**src/rtl/vremap_pkg.sv**
```systemverilog
package vremap_pkg;

  typedef enum logic [1:0] {
    MODE_BOOT  = 2'b00,
    MODE_FLASH = 2'b01,
    MODE_RAM   = 2'b10,
    MODE_EXT   = 2'b11
  } remap_mode_e;

  typedef enum logic [2:0] {
    RGN_NONE  = 3'd0,
    RGN_FLASH = 3'd1,
    RGN_SRAM  = 3'd2,
    RGN_ROM   = 3'd3,
    RGN_EXT0  = 3'd4,
    RGN_EXT1  = 3'd5
  } region_e;

  localparam int NUM_RGN = 5;

endpackage

```
**src/rtl/remap_ctrl_regs.sv**
```systemverilog
module remap_ctrl_regs
  import vremap_pkg::*;
(
  input  logic        clk,
  input  logic        rst_n,
  input  logic        wr_en_i,
  input  logic [1:0]  wr_mode_i,
  input  logic        wr_mirror_i,
  output remap_mode_e mode_o,
  output logic        mirror_o
);

  remap_mode_e mode_q;
  logic        mirror_q;

  always_ff @(posedge clk or negedge rst_n) begin
    if (!rst_n) begin
      mode_q   <= MODE_BOOT;
      mirror_q <= 1'b0;
    end else if (wr_en_i) begin
      mode_q   <= remap_mode_e'(wr_mode_i);
      mirror_q <= wr_mirror_i;
    end
  end

  assign mode_o   = mode_q;
  assign mirror_o = mirror_q;

  // the first edge after reset release still sees boot mode, mirror off
  a_r1_reset_boot: assert property (@(posedge clk) disable iff (!rst_n)
    $rose(rst_n) |-> (mode_q == MODE_BOOT) && !mirror_q);

  // strobe loads both fields
  a_r10_load: assert property (@(posedge clk) disable iff (!rst_n)
    wr_en_i |=> (mode_q == remap_mode_e'($past(wr_mode_i))) && (mirror_q == $past(wr_mirror_i)));

  // no strobe, no change
  a_r10_hold: assert property (@(posedge clk) disable iff (!rst_n)
    !wr_en_i |=> $stable(mode_q) && $stable(mirror_q));

endmodule

```
**src/rtl/vec_window_sel.sv**
```systemverilog
module vec_window_sel
  import vremap_pkg::*;
#(
  parameter int          AW        = 32,
  parameter int          WIN_BITS  = 6,
  parameter logic [AW-1:0] ROM_BASE  = 32'h7FFF_E000,
  parameter logic [AW-1:0] SRAM_BASE = 32'h4000_0000,
  parameter logic [AW-1:0] EXT0_BASE = 32'hA000_0000
) (
  input  logic          clk,
  input  logic          rst_n,
  input  remap_mode_e   mode_i,
  input  logic [AW-1:0] addr_i,
  output logic [AW-1:0] addr_o,
  output logic          win_hit_o
);

  localparam int HI_BITS = AW - WIN_BITS;

  function automatic logic [AW-1:0] rebase(input logic [AW-1:0] base,
                                           input logic [AW-1:0] a);
    return base + {{HI_BITS{1'b0}}, a[WIN_BITS-1:0]};
  endfunction

  logic win_hit;
  assign win_hit   = (addr_i[AW-1:WIN_BITS] == '0);
  assign win_hit_o = win_hit;

  always_comb begin
    addr_o = addr_i;
    if (win_hit) begin
      unique case (mode_i)
        MODE_BOOT:  addr_o = rebase(ROM_BASE, addr_i);
        MODE_FLASH: addr_o = addr_i;
        MODE_RAM:   addr_o = rebase(SRAM_BASE, addr_i);
        MODE_EXT:   addr_o = rebase(EXT0_BASE, addr_i);
        default:    addr_o = addr_i;
      endcase
    end
  end

  // outside the window nothing is changed here
  a_r7_outside_pass: assert property (@(posedge clk) disable iff (!rst_n)
    !win_hit |-> addr_o == addr_i);

  // RAM mode lands in the SRAM's first 64 bytes
  a_r5_ram_base: assert property (@(posedge clk) disable iff (!rst_n)
    (win_hit && mode_i == MODE_RAM) |-> addr_o[AW-1:WIN_BITS] == SRAM_BASE[AW-1:WIN_BITS]);

  // boot mode keeps the low offset bits
  a_r3_boot_offset: assert property (@(posedge clk) disable iff (!rst_n)
    (win_hit && mode_i == MODE_BOOT) |-> addr_o[WIN_BITS-1:0] == addr_i[WIN_BITS-1:0]);

endmodule

```
**src/rtl/bank_mirror.sv**
```systemverilog
module bank_mirror #(
  parameter int            AW        = 32,
  parameter logic [AW-1:0] EXT0_BASE = 32'hA000_0000,
  parameter logic [AW-1:0] EXT1_BASE = 32'hA100_0000,
  parameter logic [AW-1:0] EXT_SIZE  = 32'h0100_0000
) (
  input  logic          clk,
  input  logic          rst_n,
  input  logic          mirror_i,
  input  logic [AW-1:0] addr_i,
  output logic [AW-1:0] addr_o,
  output logic          swapped_o
);

  function automatic logic inside_bank(input logic [AW-1:0] a,
                                       input logic [AW-1:0] base);
    return (a >= base) && ((a - base) < EXT_SIZE);
  endfunction

  logic in_b0, in_b1;
  assign in_b0 = inside_bank(addr_i, EXT0_BASE);
  assign in_b1 = inside_bank(addr_i, EXT1_BASE);

  always_comb begin
    addr_o = addr_i;
    if (mirror_i && in_b0)      addr_o = addr_i - EXT0_BASE + EXT1_BASE;
    else if (mirror_i && in_b1) addr_o = addr_i - EXT1_BASE + EXT0_BASE;
  end

  assign swapped_o = mirror_i && (in_b0 || in_b1);

  // mirror off is transparent
  a_r8_off_pass: assert property (@(posedge clk) disable iff (!rst_n)
    !mirror_i |-> addr_o == addr_i);

  // a bank-0 address ends up inside bank 1
  a_r8_swap_b0: assert property (@(posedge clk) disable iff (!rst_n)
    (mirror_i && in_b0) |-> inside_bank(addr_o, EXT1_BASE));

endmodule

```
**src/rtl/region_decode.sv**
```systemverilog
module region_decode
  import vremap_pkg::*;
#(
  parameter int            AW         = 32,
  parameter logic [AW-1:0] FLASH_BASE = 32'h0000_0000,
  parameter logic [AW-1:0] FLASH_SIZE = 32'h0008_0000,
  parameter logic [AW-1:0] SRAM_BASE  = 32'h4000_0000,
  parameter logic [AW-1:0] SRAM_SIZE  = 32'h0001_0000,
  parameter logic [AW-1:0] ROM_BASE   = 32'h7FFF_E000,
  parameter logic [AW-1:0] ROM_SIZE   = 32'h0000_2000,
  parameter logic [AW-1:0] EXT0_BASE  = 32'hA000_0000,
  parameter logic [AW-1:0] EXT1_BASE  = 32'hA100_0000,
  parameter logic [AW-1:0] EXT_SIZE   = 32'h0100_0000
) (
  input  logic          clk,
  input  logic          rst_n,
  input  logic [AW-1:0] addr_i,
  output region_e       region_o
);

  localparam logic [NUM_RGN*AW-1:0] BASES =
    {EXT1_BASE, EXT0_BASE, ROM_BASE, SRAM_BASE, FLASH_BASE};
  localparam logic [NUM_RGN*AW-1:0] SIZES =
    {EXT_SIZE, EXT_SIZE, ROM_SIZE, SRAM_SIZE, FLASH_SIZE};

  logic [NUM_RGN-1:0] hit;

  for (genvar g = 0; g < NUM_RGN; g++) begin : g_rng
    localparam logic [AW-1:0] B = BASES[g*AW +: AW];
    localparam logic [AW-1:0] S = SIZES[g*AW +: AW];
    assign hit[g] = (addr_i >= B) && ((addr_i - B) < S);
  end

  always_comb begin
    region_o = RGN_NONE;
    for (int i = NUM_RGN - 1; i >= 0; i--) begin
      if (hit[i]) region_o = region_e'(3'(i + 1));
    end
  end

  // ranges never overlap
  a_r11_onehot: assert property (@(posedge clk) disable iff (!rst_n)
    $onehot0(hit));

  // no hit means region none
  a_r9_none: assert property (@(posedge clk) disable iff (!rst_n)
    (hit == '0) |-> region_o == RGN_NONE);

endmodule

```
**src/rtl/vector_remap_decoder.sv**
```systemverilog
module vector_remap_decoder
  import vremap_pkg::*;
#(
  parameter int            AW         = 32,
  parameter int            WIN_BITS   = 6,
  parameter logic [AW-1:0] FLASH_BASE = 32'h0000_0000,
  parameter logic [AW-1:0] FLASH_SIZE = 32'h0008_0000,
  parameter logic [AW-1:0] SRAM_BASE  = 32'h4000_0000,
  parameter logic [AW-1:0] SRAM_SIZE  = 32'h0001_0000,
  parameter logic [AW-1:0] ROM_BASE   = 32'h7FFF_E000,
  parameter logic [AW-1:0] ROM_SIZE   = 32'h0000_2000,
  parameter logic [AW-1:0] EXT0_BASE  = 32'hA000_0000,
  parameter logic [AW-1:0] EXT1_BASE  = 32'hA100_0000,
  parameter logic [AW-1:0] EXT_SIZE   = 32'h0100_0000
) (
  input  logic          clk,
  input  logic          rst_n,
  input  logic          wr_en_i,
  input  logic [1:0]    wr_mode_i,
  input  logic          wr_mirror_i,
  input  logic [AW-1:0] addr_i,
  output logic [AW-1:0] addr_o,
  output logic [2:0]    region_o
);

  remap_mode_e   mode;
  logic          mirror;
  logic [AW-1:0] win_addr;
  logic          win_hit;
  logic          swapped;
  region_e       region;

  remap_ctrl_regs u_regs (
    .clk        (clk),
    .rst_n      (rst_n),
    .wr_en_i    (wr_en_i),
    .wr_mode_i  (wr_mode_i),
    .wr_mirror_i(wr_mirror_i),
    .mode_o     (mode),
    .mirror_o   (mirror)
  );

  vec_window_sel #(
    .AW(AW), .WIN_BITS(WIN_BITS),
    .ROM_BASE(ROM_BASE), .SRAM_BASE(SRAM_BASE), .EXT0_BASE(EXT0_BASE)
  ) u_win (
    .clk      (clk),
    .rst_n    (rst_n),
    .mode_i   (mode),
    .addr_i   (addr_i),
    .addr_o   (win_addr),
    .win_hit_o(win_hit)
  );

  bank_mirror #(
    .AW(AW), .EXT0_BASE(EXT0_BASE), .EXT1_BASE(EXT1_BASE), .EXT_SIZE(EXT_SIZE)
  ) u_mirror (
    .clk      (clk),
    .rst_n    (rst_n),
    .mirror_i (mirror),
    .addr_i   (win_addr),
    .addr_o   (addr_o),
    .swapped_o(swapped)
  );

  region_decode #(
    .AW(AW),
    .FLASH_BASE(FLASH_BASE), .FLASH_SIZE(FLASH_SIZE),
    .SRAM_BASE(SRAM_BASE),   .SRAM_SIZE(SRAM_SIZE),
    .ROM_BASE(ROM_BASE),     .ROM_SIZE(ROM_SIZE),
    .EXT0_BASE(EXT0_BASE),   .EXT1_BASE(EXT1_BASE), .EXT_SIZE(EXT_SIZE)
  ) u_rgn (
    .clk     (clk),
    .rst_n   (rst_n),
    .addr_i  (addr_o),
    .region_o(region)
  );

  assign region_o = region;

  // flash mode with no swap leaves the address alone
  a_r4_flash_pass: assert property (@(posedge clk) disable iff (!rst_n)
    (mode == MODE_FLASH && !swapped) |-> addr_o == addr_i);

  // outside the window and with no swap, the output equals the input
  a_r2_edge_pass: assert property (@(posedge clk) disable iff (!rst_n)
    (!win_hit && !swapped) |-> addr_o == addr_i);

endmodule

```
**config.mk**
```make
export PLATFORM = sky130hd
export DESIGN_NAME = vector_remap_decoder
export DESIGN_NICKNAME = d
export VERILOG_FILES = /design/src/rtl/vremap_pkg.sv /design/src/rtl/remap_ctrl_regs.sv /design/src/rtl/vec_window_sel.sv /design/src/rtl/bank_mirror.sv /design/src/rtl/region_decode.sv /design/src/rtl/vector_remap_decoder.sv
export SDC_FILE = /design/constraint.sdc
export NUM_CORES = 1
export LEC_CHECK = 0
export BUFFER_PORTS_ARGS = -buffer_cell sky130_fd_sc_hd__buf_4
export CORE_ASPECT_RATIO = 2
export CORE_MARGIN = 2
export CORE_UTILIZATION = 52
export CTS_CLUSTER_SIZE = 12
export DETAILED_ROUTE_END_ITERATION = 8
export GPL_ROUTABILITY_DRIVEN = 0
export PLACE_DENSITY = 0.85
export RECOVER_POWER = 25
export SLEW_MARGIN = 10
export SYNTH_ARGS = -nofsm -noshare
export SYNTH_HDL_FRONTEND = slang
export SYNTH_SLANG_ARGS = --single-unit
```
**constraint.sdc**
```tcl
create_clock -name clk -period 11 [get_ports clk]
set_input_delay 0.55 -clock clk [delete_from_list [all_inputs] [get_ports clk]]
set_output_delay 0.55 -clock clk [all_outputs]
set_load 0.01 [all_outputs]
```
==> metrics.txt <==
Hold WC Path Type input pin to asynchronous set/reset pin; number of global-route vias before repair 1823; cell taking the most area after synthesis ha_1; ys async rst share 1.00; Final Skew 0 ns; # setup viols final 0; Fillers 254; crit path max fanout 18; total CTS buffers 3; core area 2910 um^2; register area 75.1 um^2; Vias/cell 6.21; adder-cell area share of the yosys netlist 0.0953; number of port buffers 72; post-synthesis mux area share 0.0437; worst path required time 10.45 ns; CTS tree done; IO Count 73; final WL 4830 um; Max IR drop VDD 0.0000897 V; Synth Flop Type dfrtp_1; Synth top area share 0.0953; Syn Inst Count 217; Slew @ Worst Pin 0.736 ns; # H-tree levels 1; synth-to-layout area growth 31.9%; # Max-Cap Violations 0; synth cell count leaders 24 x nor2_1, 18 x nand2_1, 14 x inv_1; Pwr Density 51.4 nW/um^2; Setup TNS 0 ns; post-synthesis xor/xnor area fraction 0.0334; Iter 0 DRT Violations 41; main combinational cell family by area after synthesis simple AND/OR/NAND/NOR gates; Final min period 6.18 ns; # DRC 0; post_cts resized 0; Total GRT Usage 0.285; Synth warnings 0; worst skew pair latency 0.21 ns; FMAX 162 MHz; total power 0.000107 W; sequential share of the synthesized area 0.0477; Slew headroom 0.506; Die X 42.9 um; clock net sink count 3; status finished, final reports clean; ANT cells 0; CTS Hold Bufs 0; Compound-Gate Fraction of Synth Area 0.243; dominant cells by area after synthesis ha_1 9.5%, nor2_1 5.7%, nor4_4 5.4%; most common cell in the synthesized netlist nor2_1; largest net degree at the start of global routing 19; crit start category input pin; die height 81.8 um; die area 3510 um^2; drt wl/cell 15.8 um; clk buf depth 2; Post-Syn Area 1580 um^2; Initial Util 0.542; EDFF count, synth 0; unrepaired setup endpoints after global routing false; fin crit share 0.562; P_leak 0.905 nW; NumNets Final 326; Synth cell types 58; GR Overflow Total 0; Post-DP HPWL 3980 um; syn nets 267; Core Rows 28; Multi-input gate area 1350 um^2; antenna violations before repair 0; crit path capture type output port; first-pass GRT wire length 7830 um; clock-pin slew on the worst setup and hold paths 0.03 ns; Post-Synth Simple-Gate Area 0.441; pins over their slew limit 0; Vias 1893; # Post-CTS Setup Buffers 0; WS Path Type input pin to output port; Root Driver clkbuf_8; synthesized area per cell 7.26 um^2; Seq cells post-synth 3; crit path DAT 5.63 ns; Routed Antenna Nets 0; drt pass-1 iters 4; Final Hold Vio Count 0; fraction of layout cells with a size suffix above 1 0.335
## stage by stage
| step | hold slack (ns) | util | area [um^2] | setup slack [ns] | instances |
|---|---|---|---|---|---|
| 6_report | 0.135 | 0.714 | 2080 | 4.82 | 305 |
| 4_1_cts | 0.116 | 0.722 | 2100 | 4.86 | 305 |
| 3_3_place_gp | 0.339 | 0.707 | 2050 | 5.04 | 301 |
| 3_5_place_dp | 0.341 | 0.707 | 2050 | 4.88 | 301 |
| 2_1_floorplan | 0.254 | - | 1580 | 5.55 | 217 |
| 5_1_grt | 0.140 | 0.714 | 2080 | 4.38 | 305 |
## final timing paths
path / depth (start not counted) / to / startpoint / slack (ns)
min in group clk: 3 / u_regs.mode_o[1] / wr_mode_i[1] / 0.55
worst min register to register: 1 / u_regs.mirror_o / u_regs.mirror_o / 0.67
worst max-delay path: 17 / region_o[0] / addr_i[9] / 4.82
worst max register to register: 2 / u_regs.mode_o[1] / u_regs.mode_o[1] / 10.07
worst min-delay path: 1 / u_regs.mirror_o / rst_n / 0.14
max in group asynchronous: 1 / u_regs.mode_o[1] / rst_n / 10.71
## layout make-up
cell class / instances / area share
clock buffers: 4 / 0.0217
inverters: 14 / 0.0253
repair buffers: 72 / 0.249
well taps: 30 / 0.0181
multi-input cells: 182 / 0.649
flip-flops and latches: 3 / 0.0361
## cells in the final DEF (no fill, tap or decap), types with 3 or more instances in the layout
cell type  count
nor3_2         5
nand4_1        6
clkbuf_8       3
or3_1          5
nor2_1        24
buf_4         66
nor4_4         4
a31oi_1        4
nand2b_1       8
nor3_1         6
xnor2_1        5
inv_1         14
and4_1         6
a21oi_1       11
nand3_1        5
o21ai_0        9
a21o_1         3
dfrtp_1        3
ha_1          12
mux2_2         3
nor4_1         4
clkbuf_1       7
nand2_1       18
o31a_1         3
## report_power, final
group / internal [W] / switching [W]
sequential: 0.0000122 / 0.00000244
clock: 0.0000247 / 0.00000711
combinational: 0.0000278 / 0.0000325
## metal layers
metal  part of all wire  up-vias  track usage
li1                   -      921            -
met1               0.35      865        0.290
met2               0.56       89        0.555
met3              0.052       18       0.0154
met4              0.041        0        0.150
met5                  0        -            0
## worst max-delay path: stages
cell and delay (ns):
buf_4 0.12, nor4_4 0.37, nand4_4 0.21, nor2_2 0.56
o21ai_0 0.41, ha_1 0.38, nor4b_1 0.17, o21ai_0 0.15
and4_1 0.23, o32ai_1 0.13, nor4_4 0.54, mux2_2 0.41
mux2_4 0.27, or4_4 0.52, a2111oi_4 0.32, a31o_1 0.15
buf_4 0.12
## flip-flops by register name (all words and copies together), names as in the netlist
name	flops
u_regs.mode_o	2
u_regs.mirror_o	1
## kinds of logic after synthesis
kind of cell,count (synthesis)
AOI/OAI and AO/OA,52
xor gates and xnor gates,6
adders and majority gates,12
buffers and inverters,32
DFF,3
muxes,6
and+or+nand+nor,106
Note: power is estimated with default switching activity, not from simulation.
